<file path="src/rtl/rl_pkg.sv">
// Shared types for the learned bit-rate divider.
package rl_pkg;
    typedef enum logic [1:0] {
        ST_IDLE = 2'd0,   // waiting for a falling edge on the line
        ST_RUN  = 2'd1,   // counting the low run of the sync character
        ST_LOCK = 2'd2    // divisor learned and held until reset
    } rl_state_e;
endpackage

</file>
<file path="src/rtl/rl_divcalc.sv">
// Divisor derivation: turns a low-run length into clocks per bit, rounded
// to nearest, and checks the result against the supported range.
// Assumes SYNC_BITS is a power of two.
module rl_divcalc #(
    parameter int SYNC_BITS = 8,
    parameter int MIN_DIV   = 8,
    parameter int MAX_DIV   = 512,
    parameter int CNT_W     = 13,
    parameter int DIV_W     = 10
) (
    input  logic [CNT_W-1:0] run_len,
    output logic [DIV_W-1:0] cand_div,
    output logic             accept
);
    localparam int SHIFT = $clog2(SYNC_BITS);
    localparam logic [CNT_W:0] ROUND = (CNT_W+1)'(SYNC_BITS / 2);
    localparam logic [CNT_W:0] LO    = (CNT_W+1)'(MIN_DIV);
    localparam logic [CNT_W:0] HI    = (CNT_W+1)'(MAX_DIV);

    logic [CNT_W:0] rounded;
    logic [CNT_W:0] quot;

    // Add half a divisor step, divide by the sync length, then range-check.
    always_comb begin
        rounded  = {1'b0, run_len} + ROUND;
        quot     = rounded >> SHIFT;
        accept   = (quot >= LO) && (quot <= HI);
        cand_div = quot[DIV_W-1:0];
    end
endmodule

</file>
<file path="src/rtl/rl_measure.sv">
// Measurement control: waits for a falling edge, counts the low cycles,
// rejects runs that are too long, and latches an accepted divisor.
// Assumes line_in is already synchronized to clk.
module rl_measure
    import rl_pkg::*;
#(
    parameter int RUN_MAX = 4096,
    parameter int CNT_W   = 13,
    parameter int DIV_W   = 10
) (
    input  logic             clk,
    input  logic             rst_n,
    input  logic             line_in,
    input  logic             accept,
    input  logic [DIV_W-1:0] cand_div,
    output logic [CNT_W-1:0] run_len,
    output logic             locked,
    output logic [DIV_W-1:0] bit_div
);
    localparam logic [CNT_W-1:0] RUN_LIMIT = CNT_W'(RUN_MAX);

    rl_state_e        state;
    logic             line_q;
    logic [CNT_W-1:0] cnt;

    // Remember the previous line level; reset low so a held-low line is not an edge.
    always_ff @(posedge clk) begin
        if (!rst_n) line_q <= 1'b0;
        else        line_q <= line_in;
    end

    // Sequence: idle -> count the run -> lock, or go back to idle on rejection.
    always_ff @(posedge clk) begin
        if (!rst_n) begin
            state   <= ST_IDLE;
            cnt     <= '0;
            bit_div <= '0;
        end else begin
            case (state)
                ST_IDLE: begin
                    if (line_q && !line_in) begin
                        state <= ST_RUN;
                        cnt   <= CNT_W'(1);
                    end
                end
                ST_RUN: begin
                    if (line_in) begin
                        cnt <= '0;
                        if (accept) begin
                            state   <= ST_LOCK;
                            bit_div <= cand_div;
                        end else begin
                            state <= ST_IDLE;
                        end
                    end else if (cnt == RUN_LIMIT) begin
                        state <= ST_IDLE;
                        cnt   <= '0;
                    end else begin
                        cnt <= cnt + CNT_W'(1);
                    end
                end
                ST_LOCK: state <= ST_LOCK;
                default: state <= ST_IDLE;
            endcase
        end
    end

    assign run_len = cnt;
    assign locked  = (state == ST_LOCK);
endmodule

</file>
<file path="src/rtl/rl_tickgen.sv">
// Tick generator: a modulo-bit_div counter that pulses once per bit period
// while run is high and restarts from zero whenever run drops.
// Assumes bit_div is nonzero and stable while run is high.
module rl_tickgen #(
    parameter int DIV_W = 10
) (
    input  logic             clk,
    input  logic             rst_n,
    input  logic             run,
    input  logic [DIV_W-1:0] bit_div,
    output logic             bit_tick
);
    logic [DIV_W-1:0] cnt;
    logic             wrap;

    // Detect the last cycle of a bit period.
    assign wrap = (cnt == bit_div - DIV_W'(1));

    // Count clocks within the bit period; clear while idle.
    always_ff @(posedge clk) begin
        if (!rst_n || !run) cnt <= '0;
        else if (wrap)      cnt <= '0;
        else                cnt <= cnt + DIV_W'(1);
    end

    assign bit_tick = run && wrap;
endmodule

</file>
<file path="src/rtl/rate_learn.sv">
// Top of the learned bit-rate divider: measures the sync low run once after
// reset, derives the per-bit and half-bit divisors, and produces bit ticks.
// Assumes a synchronized, idle-high serial input and a synchronous active-low reset.
module rate_learn #(
    parameter int SYNC_BITS = 8,
    parameter int MIN_DIV   = 8,
    parameter int MAX_DIV   = 512,
    localparam int DIV_W    = $clog2(MAX_DIV + 1)
) (
    input  logic             clk,
    input  logic             rst_n,
    input  logic             line_in,
    input  logic             tick_en,
    output logic             locked,
    output logic             bit_tick,
    output logic [DIV_W-1:0] bit_div,
    output logic [DIV_W-1:0] half_div
);
    localparam int RUN_MAX = SYNC_BITS * MAX_DIV;
    localparam int CNT_W   = $clog2(RUN_MAX + 1);

    logic [CNT_W-1:0] run_len;
    logic [DIV_W-1:0] cand_div;
    logic             accept;

    rl_measure #(.RUN_MAX(RUN_MAX), .CNT_W(CNT_W), .DIV_W(DIV_W)) u_meas (
        .clk      (clk),
        .rst_n    (rst_n),
        .line_in  (line_in),
        .accept   (accept),
        .cand_div (cand_div),
        .run_len  (run_len),
        .locked   (locked),
        .bit_div  (bit_div)
    );

    rl_divcalc #(.SYNC_BITS(SYNC_BITS), .MIN_DIV(MIN_DIV), .MAX_DIV(MAX_DIV),
                 .CNT_W(CNT_W), .DIV_W(DIV_W)) u_calc (
        .run_len  (run_len),
        .cand_div (cand_div),
        .accept   (accept)
    );

    rl_tickgen #(.DIV_W(DIV_W)) u_tick (
        .clk      (clk),
        .rst_n    (rst_n),
        .run      (locked && tick_en),
        .bit_div  (bit_div),
        .bit_tick (bit_tick)
    );

    // Half-bit value for aligning the receiver's sampling point.
    assign half_div = bit_div >> 1;
endmodule

</file>
<file path="config.mk">
export PLATFORM = sky130hd
export DESIGN_NAME = rate_learn
export DESIGN_NICKNAME = d
export VERILOG_FILES = /design/src/rtl/rl_pkg.sv /design/src/rtl/rl_divcalc.sv /design/src/rtl/rl_measure.sv /design/src/rtl/rl_tickgen.sv /design/src/rtl/rate_learn.sv
export SDC_FILE = /design/constraint.sdc
export NUM_CORES = 1
export LEC_CHECK = 0
export BUFFER_PORTS_ARGS = -buffer_cell sky130_fd_sc_hd__buf_2
export CORE_ASPECT_RATIO = 0.9
export CORE_MARGIN = 3
export CORE_UTILIZATION = 53
export CTS_CLUSTER_SIZE = 14
export DETAILED_ROUTE_END_ITERATION = 10
export PLACE_DENSITY = 0.79
export SLEW_MARGIN = 25
export SYNTH_ARGS = -nofsm -noshare
export SYNTH_HDL_FRONTEND = slang
export SYNTH_SLANG_ARGS = --single-unit
</file>
<file path="constraint.sdc">
create_clock -name clk -period 2.6 [get_ports clk]
set_clock_uncertainty 0.05 [all_clocks]
set_input_delay 0.13 -clock clk [delete_from_list [all_inputs] [get_ports clk]]
set_output_delay 0.13 -clock clk [all_outputs]
set_load 0.01 [all_outputs]
</file>
==> metrics.txt, run 1 <==
total gr overflow 0; number of flip-flops and latches in the synthesized netlist 36; hold path start line_in; syn_nets 289; Synth Area per Inst 8.51 sq um; Max-Cap Viols 0; fraction of the mapped netlist area in simple logic gates 0.237; Setup Viol. Count Final 0; Leak Pwr 1.07 nW; filler cell count in the final layout roughly 370; most used cells in the layout excluding fill and tap cells 46 x nor2_1, 35 x dfxtp_1, 27 x xnor2_1, 24 x buf_2, 16 x buf_4; most common library cell in the layout ignoring fill and taps nor2_1; fraction of the mapped netlist area in compound gates 0.155; ranking of synthesized cells by area dfxtp_1 30%, xnor2_1 10%, nor2_1 7.3%; Final Cycle Share 0.948; floorplan core area ~0.0042 sq mm; post-synthesis cell area between 0.002 and 0.0025 sq mm; Clk pin slew, worst setup/hold paths around 70 ps; flip-flop cell with the highest count after synthesis dfxtp_1; count of pins over their slew limit 0; Worst Setup Start Kind flop; clock tree from TritonCTS done; share of synthesized area spent on multiplexers 0.00847; fraction of layout cells with a size suffix above 1 0.230; post-DR wirelength/cell about 15 microns; Clock Sinks 36; maximum clock rate just over 400 MHz; floorplan die width roughly 76 microns; clock tree root driver cell clkbuf_8; TritonRoute pass-1 iters 4; main combinational cell family by area after synthesis simple AND/OR/NAND/NOR gates; total power after layout 1.02 mW; kind of path behind the tightest hold check primary input to flop; half-perimeter wire length of the detailed placement result between 3000 and 4000 microns; detailed-route via count ~2000; Initial Util 0.565; worst setup slack before clock tree synthesis 132 ps; final weighted congestion of routability-driven global placement 0.898; global-route wire length before repair 8990 microns; wire length after detailed routing 5360 microns; RSZ-0062 raised after global routing false; Placement Cell Area 0.00249 sq mm; clock latency at the later pin of the worst-skew pair 290 ps; initial antenna violation count 0; number of buffers inserted by port buffering 24; number of global-route vias before repair about 1800; Die Span Y about 69 microns; maximum level of the CTS H-tree 2; drt drc 0; Synth Warn # 0; data arrival time at the worst-slack endpoint about 2600 ps; Fin. Hold Viols 0; Design Area, Final roughly 0.0026 sq mm; area share of the largest cell type after synthesis 0.305; worst-path cell chain ha_1 -> or3_4 -> a2111oi_4 -> o211ai_2 -> o211a_2 -> buf_12 -> o311a_2; ratio of total power to cell area between 300 and 400 mW/mm^2; Max stage delay cell, worst path dfxtp_1; setup slack of the critical path after layout about 140 ps; Max Buffers Root-to-Sink 2; Post-Synth XOR/XNOR Area 0.148; share of synthesized area occupied by flip-flops and latches 0.305; data required time of the critical path approximately 2700 ps; layout overhead on the synthesized area 11.2%; Global Route Usage Sum 0.210; largest net degree at the start of global routing 20; type of destination of the critical path flop; number of hold-repair buffers added at the cts stage 0; diode count 0; Async SR Flop Fraction 0; post-layout net count about 320; status finished, final reports clean; adder-cell share of the synthesized area 0.0370; aggregate negative setup slack 0 ps; source of the worst register-to-register timing path u_meas.run_len[2]$_SDFFE_PN0P_; largest area contributor in the synthesized netlist dfxtp_1; minimum clock period approximately 2500 ps; DRC violation total after the first TritonRoute iteration between 200 and 250; Die ar. approximately 0.0053 sq mm; largest stage delay on the critical path approximately 360 ps; standard-cell rows 22; post-detailed-route via-to-cell ratio ~5.4; number of synthesized flops with an enable pin 0; number of buffers created by CTS 5; number of instances in the synthesized netlist 278; largest vdd supply drop around 0.00031 V; top-level I/O count 26; CP Max Fanout 11; Crit Path Class flop to flop; critical path startpoint u_meas.run_len[2]$_SDFFE_PN0P_; number of different library cells in the post-synthesis netlist 46; post-route antenna net violation count 0
==> what timing repair did <==
action / 4_1_cts / 5_1_grt
resized for setup: 0 / 13
setup buffers: 0 / 1
endpoints found under the hold margin: 0 / 0
endpoints found under the setup margin: 0 / 3
==> cells by family (layout without fill, tap and decap cells) <==
family | after synthesis | after routing
AO/OA/AOI/OAI | 44 | 44
XOR/XNOR | 40 | 40
adder cells (fa/ha/maj) | 7 | 7
buffers and inverters | 37 | 63
flip-flops | 36 | 36
multiplexers | 2 | 2
other | 1 | 1
AND/OR/NAND/NOR | 111 | 111
==> metal layers <==
metal  wire [microns]  vias up  GRT usage
li1                 -      999          -
met1             2660      931      0.302
met2             2440       48      0.318
met3              223        4     0.0429
met4               36        0     0.0543
met5                0        -          0
==> final cells by class <==
| type | instances | area (sq um) | area share |
|---|---|---|---|
| timing repair buffer | 41 | 260 | 0.0990 |
| sequential | 36 | 722 | 0.275 |
| clock buffer | 7 | 96.3 | 0.0366 |
| multi-input combinational | 205 | 1420 | 0.540 |
| tap | 60 | 75.1 | 0.0286 |
| inverter | 15 | 56.3 | 0.0214 |
==> registers in the layout, summed over array words and instances (netlist names) <==
| signal | flops |
|---|---|
| u_tick.cnt | 10 |
| u_meas.run_len | 13 |
| u_meas.line_q | 1 |
| u_meas.bit_div | 10 |
| u_meas.state | 2 |
==> power by group <==
group / leakage (nW) / total (mW) / switching [mW] / internal [mW]
clock network: 0.0503 / 0.432 / 0.196 / 0.236
registers: 0.291 / 0.557 / 0.00288 / 0.554
logic: 0.728 / 0.0310 / 0.0206 / 0.0104
total: 1.07 / 1.02 / 0.219 / 0.801
==> stage by stage <==
stage / hold WS, ps / cells / util
6_report: 59.8 / 364 / 0.628
3_5_place_dp: 344 / 356 / 0.596
5_1_grt: 64.9 / 364 / 0.628
2_1_floorplan: 202 / 278 / -
3_3_place_gp: 344 / 356 / 0.596
4_1_cts: 49.2 / 363 / 0.619
==> worst max-delay path, delay by kind of cell (launching register included) <==
family	cells	cell delay, ps
AOI/OAI and AO/OA	4	1220
adders and majority gates	1	230
buffers and inverters	1	160
DFF	1	360
and+or+nand+nor	1	340
==> cells in the mapped netlist (5+ instances only) <==
| cell | n |
|---|---|
| inv_1 | 15 |
| nor2_1 | 46 |
| nand2_1 | 9 |
| clkbuf_8 | 5 |
| buf_4 | 10 |
| or3_1 | 5 |
| o21ai_0 | 15 |
| o311a_2 | 5 |
| nor3_1 | 11 |
| nand3_1 | 14 |
| nand4_1 | 5 |
| ha_1 | 7 |
| xnor2_1 | 27 |
| xor2_1 | 13 |
| dfxtp_1 | 36 |
==> final timing paths <==
path / cells past startpoint / endpoint / slack [ps]
worst min-delay path: 2 / u_meas.line_q$_SDFF_PN0_ / 60
worst max register to register: 7 / u_meas.bit_div[3]$_SDFFE_PN0P_ / 140
worst max-delay path: 7 / u_meas.bit_div[3]$_SDFFE_PN0P_ / 140
worst min register to register: 1 / u_tick.cnt[0]$_SDFF_PP0_ / 440
Note: power is estimated with default switching activity, not from simulation.
==> inputs of run 2 (changes only) <==
--- a/config.mk
+++ b/config.mk
@@ -12,6 +12,7 @@
 export CTS_CLUSTER_SIZE = 14
 export DETAILED_ROUTE_END_ITERATION = 10
 export PLACE_DENSITY = 0.79
+export SETUP_SLACK_MARGIN = 0.2
 export SLEW_MARGIN = 25
 export SYNTH_ARGS = -nofsm -noshare
 export SYNTH_HDL_FRONTEND = slang
==> run 2 against run 1 <==
Compared with the run above: flip-flop and latch count did not move; utilization grew 2.9 points; non-clock buffer count up 8; worst setup slack improved by 20 ps; critical path type is now flop to output port.
==> metrics.txt, run 2 (synthesis gave the netlist of run 1 again) <==
post-DR wirelength/cell 15.1 microns (was 14.7 microns); Highest Signal Layer met4 (unchanged); most common library cell in the layout ignoring fill and taps nor2_1 (unchanged); slew at the pin closest to its max-slew limit around 520 ps; RSZ-0062 raised after global routing true (was false); CP Max Fanout 5 (was 11); Max Buffers Root-to-Sink 2 (unchanged); kind of path behind the tightest hold check primary input to flop (unchanged); met1 wire length 2720 microns (was 2660 microns); drt drc 0 (unchanged); TritonRoute pass-1 iters 4 (unchanged); post-layout net count 323 (was 315); maximum clock rate 409 MHz (was 406 MHz); wire length after detailed routing 5650 microns (was 5360 microns); largest vdd supply drop 0.000278 V (was 0.000306 V); Placement Cell Area 0.00246 sq mm (was 0.00249 sq mm); standard-cell rows 22 (unchanged); Initial Util 0.565 (unchanged); Design Area, Final 0.00275 sq mm (was 0.00263 sq mm); floorplan core area 0.00418 sq mm (unchanged); clock latency at the later pin of the worst-skew pair 290 ps (about the same); Leak Pwr 1.12 nW (was 1.07 nW); status finished, final reports clean (unchanged); post-route antenna net violation count 0 (unchanged); amount of wire on met3 after detailed routing 376 microns (was 223 microns); total gr overflow 0 (unchanged); Final Cycle Share 0.940 (was 0.948); Die Span Y 69.4 microns (unchanged); fraction of power spent switching nets 0.230 (was 0.215); Global Route Usage Sum 0.206 (was 0.210); internal cell power 0.778 mW (was 0.801 mW); global-route wire length before repair 8940 microns (was 8990 microns); Max-Cap Viols 0 (unchanged); ratio of total power to cell area 367 mW/mm^2 (was 388 mW/mm^2); type of destination of the critical path output port (was flop); layout overhead on the synthesized area 16.3% (was 11.2%); top-level I/O count 26 (unchanged); final weighted congestion of routability-driven global placement 0.955 (was 0.898); Fin. Hold Viols 0 (unchanged); clock tree from TritonCTS done (unchanged); most used cells in the layout excluding fill and tap cells 46 x nor2_1, 31 x dfxtp_1, 27 x xnor2_1, 26 x buf_2, 21 x buf_4 (was 46 x nor2_1, 35 x dfxtp_1, 27 x xnor2_1, 24 x buf_2, 16 x buf_4); Clock Sinks 36 (unchanged); worst slew margin relative to its limit 0.650; data required time of the critical path 2420 ps (was 2720 ps); largest net degree at the start of global routing 16 (was 20); combinational power share 0.031 (was 0.030); Largest register FFs 13 (unchanged); initial antenna violation count 0 (unchanged); number of global-route vias before repair 1822 (was 1816); clock power share 0.420 (was 0.423); minimum clock period 2440 ps (was 2460 ps); clock tree root driver cell clkbuf_8 (unchanged); number of hold-repair buffers added at the cts stage 0 (unchanged); Switching Power 0.232 mW (was 0.219 mW); number of buffers inserted by port buffering 24 (unchanged); Clk pin slew, worst setup/hold paths 70 ps (about the same); floorplan die width 76.4 microns (unchanged); data arrival time at the worst-slack endpoint 2260 ps (was 2590 ps); DRC violation total after the first TritonRoute iteration 161 (was 218); fraction of layout cells with a size suffix above 1 0.288 (was 0.230); half-perimeter wire length of the detailed placement result 3710 microns (was 3940 microns); Crit Path Class flop to output port (was flop to flop); Die ar. 0.00530 sq mm (unchanged); Worst Setup Start Kind flop (unchanged); aggregate negative setup slack 0 ps (unchanged); portion of total power attributed to sequential cells 0.549 (was 0.546); number of buffers created by CTS 5 (unchanged); maximum level of the CTS H-tree 2 (unchanged); total power after layout 1.01 mW (was 1.02 mW); length of routed met2 wiring 2500 microns (was 2440 microns); count of pins over their slew limit 0 (unchanged); diode count 0 (unchanged); filler cell count in the final layout 344 (was 373); post-detailed-route via-to-cell ratio 5.63 (was 5.45); Setup Viol. Count Final 0 (unchanged); detailed-route via count 2100 (was 1982)
==> run 2: cell types whose count changed in the layout (fill, tap and decap cells not counted), sizes merged <==
cell	change
buf	+8
clkinvlp	+1
==> run 2: area by class of cell <==
type                    count  area [sq um]  area share
clock buffers               7          86.3      0.0314
clock inverters             1          7.51     0.00273
inverters                  15          56.3      0.0205
multi-input cells         205          1480       0.539
flip-flops and latches     36           732       0.266
well taps                  60          75.1      0.0273
repair buffers             49           310       0.113
==> run 2: repair_timing <==
item | in CTS | in global routing
cloned | 0 | 2
pin swaps | 7 | 12
endpoints found under the setup margin | 9 | 21
resized for setup | 7 | 27
buffers inserted | 3 | 7
==> run 2: path summary, 6_finish.rpt <==
kind,startpoint,end,slack [ps],cells after the start
setup / recovery,u_meas.bit_div[3]$_SDFFE_PN0P_,bit_tick,160,6
hold / removal,line_in,u_meas.line_q$_SDFF_PN0_,40,2
setup reg to reg,u_meas.run_len[3]$_SDFFE_PN0P_,u_meas.bit_div[0]$_SDFFE_PN0P_,190,8
hold reg to reg,u_tick.cnt[0]$_SDFF_PP0_,u_tick.cnt[0]$_SDFF_PP0_,450,1
==> run 2: power groups by stage <==
stage	registers (mW)	logic, mW	clock network, mW
finish	0.555	0.0311	0.424
global route	0.555	0.0357	0.461
CTS	0.557	0.0308	0.432
detailed placement	0.570	0.0302	0
global placement	0.570	0.0293	0
floorplan	0.569	0.0222	0
==> run 2: worst max-delay path, stage by stage, from the launching register on <==
cell	delay, ps
dfxtp_1	310
or4_4	590
or3_4	410
a21oi_4	160
mux2i_1	80
nor4_1	250
buf_2	170
==> run 2: metrics by stage <==
step / std cells / setup slack [ps] / hold slack, ps / util
finish: 373 / 157 / 43.0 / 0.657
global route: 373 / 34.9 / 59.4 / 0.657
CTS: 364 / 140 / 40.1 / 0.619
detailed placement: 353 / 150 / 340 / 0.588
global placement: 353 / 224 / 337 / 0.588
floorplan: 278 / 233 / 202 / -
==> run 2: per-layer routing <==
layer,vias up,global-route usage
li1,1018,-
met1,999,0.292
met2,77,0.304
met3,6,0.0519
met4,0,0.0704
met5,-,0
